===== src/rtl/cvt_wr_pkg.sv =====
package cvt_wr_pkg;

    typedef enum logic [2:0] {
        ST_IDLE,
        ST_WRITE,
        ST_WHOLD,
        ST_LOAD,
        ST_TAIL
    } seq_state_e;

    // Nanoseconds to whole clock cycles, rounded up, never below one cycle.
    function automatic int unsigned ns_to_cyc(input int unsigned ns, input int unsigned period_ns);
        int unsigned c;
        c = (ns + period_ns - 1) / period_ns;
        if (c < 1) c = 1;
        return c;
    endfunction

    function automatic int unsigned max_u(input int unsigned a, input int unsigned b);
        return (a > b) ? a : b;
    endfunction

endpackage


===== src/rtl/cvt_dwell_timer.sv =====
// Loadable down-counter: a phase loaded with N-1 expires after N cycles.
module cvt_dwell_timer #(
    parameter int unsigned CNT_W = 4
) (
    input  logic             clk,
    input  logic             rst_n,
    input  logic             load,
    input  logic [CNT_W-1:0] load_val,
    output logic             expired
);
    logic [CNT_W-1:0] cnt_d, cnt_q;

    always_comb begin
        cnt_d = cnt_q;
        if (load)
            cnt_d = load_val;
        else if (cnt_q != '0)
            cnt_d = cnt_q - 1'b1;
    end

    always_ff @(posedge clk) begin
        if (!rst_n) cnt_q <= '0;
        else        cnt_q <= cnt_d;
    end

    assign expired = (cnt_q == '0);
endmodule


===== src/rtl/cvt_upd_flag.sv =====
// Pending update flag; a request in the same cycle as a consume wins.
module cvt_upd_flag (
    input  logic clk,
    input  logic rst_n,
    input  logic set_req,
    input  logic consume,
    output logic pending
);
    logic pend_d, pend_q;

    always_comb begin
        pend_d = pend_q;
        if (consume) pend_d = 1'b0;
        if (set_req) pend_d = 1'b1;
    end

    always_ff @(posedge clk) begin
        if (!rst_n) pend_q <= 1'b0;
        else        pend_q <= pend_d;
    end

    assign pending = pend_q;
endmodule


===== src/rtl/cvt_wr_seq.sv =====
module cvt_wr_seq #(
    parameter int unsigned CH_W          = 2,
    parameter int unsigned DATA_W        = 8,
    parameter int unsigned CLK_PERIOD_NS = 10,
    parameter int unsigned T_WR_LO_NS    = 50,
    parameter int unsigned T_DSU_NS      = 45,
    parameter int unsigned T_DH_NS       = 10,
    parameter int unsigned T_LD_LO_NS    = 50
) (
    input  logic              clk,
    input  logic              rst_n,
    input  logic              wr_valid,
    output logic              wr_ready,
    input  logic [CH_W-1:0]   wr_chan,
    input  logic [DATA_W-1:0] wr_code,
    input  logic              upd_req,
    input  logic              single_mode,
    output logic [CH_W-1:0]   dac_addr,
    output logic [DATA_W-1:0] dac_data,
    output logic              dac_wr_n,
    output logic              dac_ld_n
);
    import cvt_wr_pkg::*;

    localparam int unsigned WR_CYC   = max_u(ns_to_cyc(T_WR_LO_NS, CLK_PERIOD_NS),
                                             ns_to_cyc(T_DSU_NS, CLK_PERIOD_NS));
    localparam int unsigned HOLD_CYC = ns_to_cyc(T_DH_NS, CLK_PERIOD_NS);
    localparam int unsigned LD_CYC   = ns_to_cyc(T_LD_LO_NS, CLK_PERIOD_NS);
    localparam int unsigned TAIL_CYC = max_u(HOLD_CYC, LD_CYC);
    localparam int unsigned MAX_CYC  = max_u(WR_CYC, TAIL_CYC);
    localparam int unsigned CNT_W    = (MAX_CYC > 1) ? $clog2(MAX_CYC) : 1;

    typedef struct packed {
        seq_state_e        st;
        logic [CH_W-1:0]   addr;
        logic [DATA_W-1:0] data;
        logic              single;
        logic              wr_n;
        logic              ld_n;
    } seq_regs_t;

    seq_regs_t        r_d, r_q;
    logic             tmr_load;
    logic [CNT_W-1:0] tmr_val;
    logic             tmr_done;
    logic             upd_pend;
    logic             upd_take;

    cvt_dwell_timer #(.CNT_W(CNT_W)) u_timer (
        .clk      (clk),
        .rst_n    (rst_n),
        .load     (tmr_load),
        .load_val (tmr_val),
        .expired  (tmr_done)
    );

    cvt_upd_flag u_upd (
        .clk     (clk),
        .rst_n   (rst_n),
        .set_req (upd_req),
        .consume (upd_take),
        .pending (upd_pend)
    );

    always_comb begin
        r_d      = r_q;
        tmr_load = 1'b0;
        tmr_val  = '0;
        upd_take = 1'b0;
        unique case (r_q.st)
            ST_IDLE: begin
                if (upd_pend) begin
                    r_d.st   = ST_LOAD;
                    r_d.ld_n = 1'b0;
                    tmr_load = 1'b1;
                    tmr_val  = CNT_W'(LD_CYC - 1);
                    upd_take = 1'b1;
                end else if (wr_valid) begin
                    r_d.st     = ST_WRITE;
                    r_d.addr   = wr_chan;
                    r_d.data   = wr_code;
                    r_d.single = single_mode;
                    r_d.wr_n   = 1'b0;
                    r_d.ld_n   = !single_mode;
                    tmr_load   = 1'b1;
                    tmr_val    = CNT_W'(WR_CYC - 1);
                end
            end
            ST_WRITE: begin
                if (tmr_done) begin
                    r_d.wr_n = 1'b1;
                    tmr_load = 1'b1;
                    if (r_q.single) begin
                        r_d.st  = ST_TAIL;
                        tmr_val = CNT_W'(TAIL_CYC - 1);
                    end else begin
                        r_d.st  = ST_WHOLD;
                        tmr_val = CNT_W'(HOLD_CYC - 1);
                    end
                end
            end
            ST_WHOLD: begin
                if (tmr_done) begin
                    if (upd_pend) begin
                        r_d.st   = ST_LOAD;
                        r_d.ld_n = 1'b0;
                        tmr_load = 1'b1;
                        tmr_val  = CNT_W'(LD_CYC - 1);
                        upd_take = 1'b1;
                    end else begin
                        r_d.st = ST_IDLE;
                    end
                end
            end
            ST_LOAD, ST_TAIL: begin
                if (tmr_done) begin
                    r_d.ld_n = 1'b1;
                    r_d.st   = ST_IDLE;
                end
            end
            default: r_d.st = ST_IDLE;
        endcase
    end

    always_ff @(posedge clk) begin
        if (!rst_n) begin
            r_q.st     <= ST_IDLE;
            r_q.addr   <= '0;
            r_q.data   <= '0;
            r_q.single <= 1'b0;
            r_q.wr_n   <= 1'b1;
            r_q.ld_n   <= 1'b1;
        end else begin
            r_q <= r_d;
        end
    end

    assign wr_ready = (r_q.st == ST_IDLE) && !upd_pend;
    assign dac_addr = r_q.addr;
    assign dac_data = r_q.data;
    assign dac_wr_n = r_q.wr_n;
    assign dac_ld_n = r_q.ld_n;
endmodule


===== config.mk =====
export PLATFORM = sky130hd
export DESIGN_NAME = cvt_wr_seq
export DESIGN_NICKNAME = d
export VERILOG_FILES = /design/src/rtl/cvt_wr_pkg.sv /design/src/rtl/cvt_dwell_timer.sv /design/src/rtl/cvt_upd_flag.sv /design/src/rtl/cvt_wr_seq.sv
export SDC_FILE = /design/constraint.sdc
export NUM_CORES = 1
export LEC_CHECK = 0
export BUFFER_PORTS_ARGS = -buffer_cell sky130_fd_sc_hd__buf_2
export CORE_MARGIN = 3
export CORE_UTILIZATION = 52
export DETAILED_ROUTE_END_ITERATION = 7
export PLACE_DENSITY = 0.79
export SYNTH_ARGS = -nofsm -noshare
export SYNTH_HDL_FRONTEND = slang
export SYNTH_SLANG_ARGS = --single-unit

===== constraint.sdc =====
create_clock -name clk -period 1.71 [get_ports clk]
set_input_delay 0.342 -clock clk [delete_from_list [all_inputs] [get_ports clk]]
set_output_delay 0.342 -clock clk [all_outputs]
set_load 0.01 [all_outputs]

[Word-level counts from Yosys, hierarchy flattened]
Cells that the tools add are included.
Widths: inputs -> output; s select.
Cells by class
  add/subtract/negate cells: 1
  equal/unequal tests: 11
  muxes and demuxes: 33
  bitwise gates (word level): 1
  reduce and logical (&&, ||, !) cells: 15
Operators with widths (count)
  $mux 3: 13
  $mux 16: 1
  $mux 1: 12
  $pmux 3 s4: 1
  $ne 2x2->1 const B: 5
  $pmux 3 s3: 1
  $reduce_and 4->1: 2
  $eq 3x2->1 const B: 2
  $logic_not 3->1: 2
  $pmux 1 s3: 2
  $reduce_bool 2->1: 3
  $reduce_bool 3->1: 2
  $reduce_and 5->1: 1
  $pmux 1 s2: 2
  $eq 3x1->1 const B: 1
  $eq 3x3->1 const B: 1
  $ne 3x2->1 const B: 1
  $reduce_and 3->1: 1
  $sub 3x1->3 const B: 1
  $logic_not 1->1: 2
  $mux 2: 1
  $ne 2x1->1 const B: 1
  $reduce_or 2->1: 1
  $logic_and 1x1->1: 1
  $not 1->1: 1
Word-level totals
  register bits: 20
  input bits: 15
  output and inout bits: 13
  logic and storage cells: 69

[Logic depth before layout (Yosys ltp)]
  depth in word-level cells: 5
  depth in mapped cells: 7
  gate-level depth less buffers: 6

[Modules after synthesis]
A second synthesis with hierarchy kept.
Second synthesis, totals
  cells, all modules: 146
  area total of the unflattened synthesis: 1197.4 um^2
Modules (own cells, without submodules)
  cvt_wr_seq: times used 1, cells an instance 121, area each 950.9 um^2, sequential area each 320.3 um^2
  cvt_dwell_timer: times used 1, cells an instance 22, area each 205.2 um^2, sequential area each 60.1 um^2
  cvt_upd_flag: times used 1, cells an instance 3, area each 41.3 um^2, sequential area each 20.0 um^2

[Worst setup path before layout]
Ideal clock, no wire load.
  kind: register to register
  start: register u_timer.cnt_q[0]
  end: register u_timer.cnt_q[0]
  library setup time: 116 ps
  arrival time: 1329 ps
  data required time: 1594 ps
  setup slack: 266 ps
  cell stages (with the launch flop): 7
  clock period less this slack: 1444 ps
  cell sequence: dfxtp_1 inv_1 ha_1 nand3b_1 a2111o_1 and3_1 and3_1
On the way
  longest elaborated chain between the ends: 4
  elaborated cells between the ends (all ways): 12
RTL lines
  from (decl): line cvt_dwell_timer.sv:11  | logic [CNT_W-1:0] cnt_d, cnt_q;
  from (signal assigned): line cvt_dwell_timer.sv:23  | else cnt_q <= cnt_d;
  parallel branches: the longest is 4 deep, another holds $sub 3x1->3
Parallel ways; which one is timed is not known. The select of a mux whose other input is x is not followed.
A chain may end at the register's enable or synchronous reset.

[Worst setup path in the final report]
  start: register u_upd.pend_q, in the netlist u_upd.pending
  end: output wr_ready
On the way
  longest elaborated chain between the ends: 2
RTL lines
  from (decl): line cvt_upd_flag.sv:9  | logic pend_d, pend_q;
  from (signal assigned): line cvt_upd_flag.sv:19  | else pend_q <= pend_d;
  $logic_not 1->1: line cvt_wr_seq.sv:138  | assign wr_ready = (r_q.st == ST_IDLE) && !upd_pend;
  $logic_and 1x1->1: line cvt_wr_seq.sv:138
  to (decl): line cvt_wr_seq.sv:13  | output logic wr_ready,
Every way passes these cells.

==> impl_metrics.tcl <==
set metrics [dict create \
    avgSynthCellArea_um2 8.59 \
    synthMuxAreaShare_pct 4.67 \
    ir_drop_mv 0.891 \
    synth-simple-area-share_pct 27.1 \
    root_buffer "clkbuf_4" \
    drive_gt1_share_pct 29.8 \
    via_per_inst 5.22 \
    p_leak_nw 0.567 \
    path_clk_slew_ns 0.11 \
    tns_ns 0 \
    rrSetupSlack_ns 0.12 \
    design_area_um2 1270 \
    regToRegEndpoint "dac_ld_n" \
    cp_slowest_cell "dfxtp_1" \
    fillers 183 \
    synth_warnings 0 \
    end_kind "output pin" \
    final_antenna_net_count 0 \
    clock-sinks 20 \
    rsz0062_at_grt "false" \
    multi_input_area_um2 584 \
    r2r-start "u_timer.cnt_q[0]" \
    synthTopCellsByCount "20 x dfxtp_1, 17 x nand2_1, 15 x nand3_1, 13 x buf_4, 11 x a21boi_0" \
    crit_required_ns 1.37 \
    synth.most_common_cell "dfxtp_1" \
    slew_viol_final 0 \
    p_per_area_nw_per_um2 1680 \
    hpwl_mm 1.60 \
    placedCellCount 173 \
    fin_skew_ns 0.00479 \
    yosysSeqAreaShare_pct 34.8 \
    r2r_cells 6 \
    synth-edff-count 0 \
    layout_min_cycle_time_ns 1.61 \
    area_growth_pct 10.1 \
    dp_slack_ns 0.0354 \
    die-area_um2 2810 \
    cts_inserted_buffers 3 \
    coreArea_um2 2020 \
    final_cell_count_no_fill 178 \
    grt_max_degree 22 \
    synth_top_family_by_area "simple AND/OR/NAND/NOR gates" \
    ctsHtreeMaxLevel 1 \
    rows 16 \
    hp-start "upd_req" \
    crit_fanout 7 \
    grt_use_total_pct 16.5 \
    clock_path_buffers 2 \
    place_congestion 0.828 \
    worstPathArrival_ns 1.26 \
    hold_path_depth 3 \
    slew_headroom_pct 74.5 \
    ys_types 38 \
    port_buffers 27 \
    antenna_found_initial 0 \
    hold_viol 0 \
    synth-seq-cells 20 \
    status "complete, no violations" \
    grt_pass1_vias 792 \
    netlist_instances 134 \
    via_count 930 \
    min_delay_worst_endpoint "u_upd.pending" \
    die_x_um 53.1 \
    yosys.area_share.xor_xnor_pct 0.761 \
    drc 0 \
    grtUsageMet3_pct 2.54 \
    synth_area_um2 1150 \
    final_nets 169 \
    maxCapViolations 0 \
    gr-usage-met1_pct 22.8 \
    async_reset_ff_share_pct 0 \
    placed_area_um2 1200 \
    top_usage_layer "met2" \
    drtIter0Drc 33 \
    synth_top_area_share_pct 34.8 \
    fin_ws_ns 0.104 \
    cts_tree "yes" \
    yosys.area_share.adder_pct 2.17 \
    worstHoldPathType "primary input to flip-flop" \
    synth-compound-area-share_pct 15.9 \
    num_antenna_cells 0 \
    path_cells "buf_4 -> nor4_4 -> buf_2" \
    finalSetupViolCount 0 \
    period_share_pct 93.9 \
    regArea_um2 402 \
    start_kind "flip-flop" \
    drt_wl_total_mm 2.17 \
    synth_nets 151 \
    post_drt_wl_per_cell_um 12.2 \
    start_util_pct 56.9 \
    yosys.area.top_type "dfxtp_1" \
    clkLatencyLatePin_ns 0.29 \
    fmax_mhz 623 \
    gr-usage-met2_pct 26.2 \
    overflow 0 \
    die_y_um 53.1 \
    worstSetupPathType "flip-flop to output pin" \
    ios 28 \
    dr.pass1.iters 4 \
    synth-main-ff-cell "dfxtp_1" \
    finalPower_w 0.00213 \
    grt_pass1_wl_mm 3.51 \
    ys_top_cells_by_area "dfxtp_1 35%, buf_4 8.5%, a21boi_0 7.2%" \
    worstMarginPinSlew_ns 0.383 \
    cp_slowest_stage_delay_ns 0.35 \
]
-- through the flow --
| step | utilization (%) | hold slack, ns |
|---|---|---|
| after floorplan | - | 0.435 |
| after global placement | 59.5 | 0.444 |
| after detailed placement | 59.5 | 0.447 |
| after CTS | 62.5 | 0.273 |
| after global routing | 62.7 | 0.282 |
| final | 62.7 | 0.278 |
-- cells by family (layout without fill, tap and decap cells) --
| family | after synthesis | after routing |
|---|---|---|
| flip-flops | 20 | 20 |
| AND/OR/NAND/NOR | 57 | 57 |
| adder cells (fa/ha/maj) | 2 | 2 |
| XOR/XNOR | 1 | 1 |
| multiplexers | 5 | 5 |
| buffers and inverters | 23 | 40 |
| AO/OA/AOI/OAI | 26 | 26 |
-- critical path, delay by kind of cell (launching register included) --
| family | cells | cell delay, ns |
|---|---|---|
| flip-flops | 1 | 0.35 |
| AND/OR/NAND/NOR | 1 | 0.28 |
| buffers and inverters | 2 | 0.35 |
-- worst max path at each step --
stage	from	end
after floorplan	u_timer.cnt_q[0]	u_timer.cnt_q[0]
after global placement	r_q[15]	dac_ld_n
after detailed placement	r_q[15]	dac_ld_n
after CTS	r_q[15]	dac_ld_n
after global routing	u_upd.pending	wr_ready
final	u_upd.pending	wr_ready
-- final cells by class --
class,count,share of cell area (%)
Timing Repair Buffer,34,14.8
Multi-Input combinational cell,91,46.1
Clock inverter,1,2.37
Sequential cell,20,31.7
Tap cell,27,2.67
Inverter,2,0.592
Clock buffer,3,1.78
-- what timing repair did --
| action | 4_1_cts | 5_1_grt |
|---|---|---|
| resized for setup | 0 | 2 |
| endpoints found under the setup margin | 1 | 2 |
| hold buffers | 0 | 0 |
| pin swaps | 1 | 0 |
| setup buffers | 1 | 0 |
-- placed cells by master, fill, tap and decap left out, drive strengths merged, types with 3 or more instances in the layout --
master / instances
nor2b: 3
and3: 3
a21boi: 13
nand2: 17
nand2b: 3
clkbuf: 3
o21ai: 3
nor2: 7
nand3: 15
a21oi: 4
buf: 34
mux2: 3
dfxtp: 20
-- power breakdown --
part / internal (W) / switching, W / leakage (nW) / total, W
combinational: 0.000501 / 0.000522 / 0.374 / 0.00102
clock: 0.000237 / 0.000147 / 0.0279 / 0.000384
sequential: 0.000591 / 0.000127 / 0.165 / 0.000718
-- registers in the layout, summed over array words and instances, names as in the netlist --
register	cells
dac_ld_n	1
dac_addr	2
dac_data	8
dac_wr_n	1
u_upd.pending	1
r_q	4
u_timer.cnt_q	3
-- layer usage --
metal / wire [um] / share of wire, %
met5: 0 / 0
met4: 18 / 0.83
met3: 98 / 4.5
met2: 949 / 44
met1: 1110 / 51
Note: power is estimated with default switching activity, not from simulation.
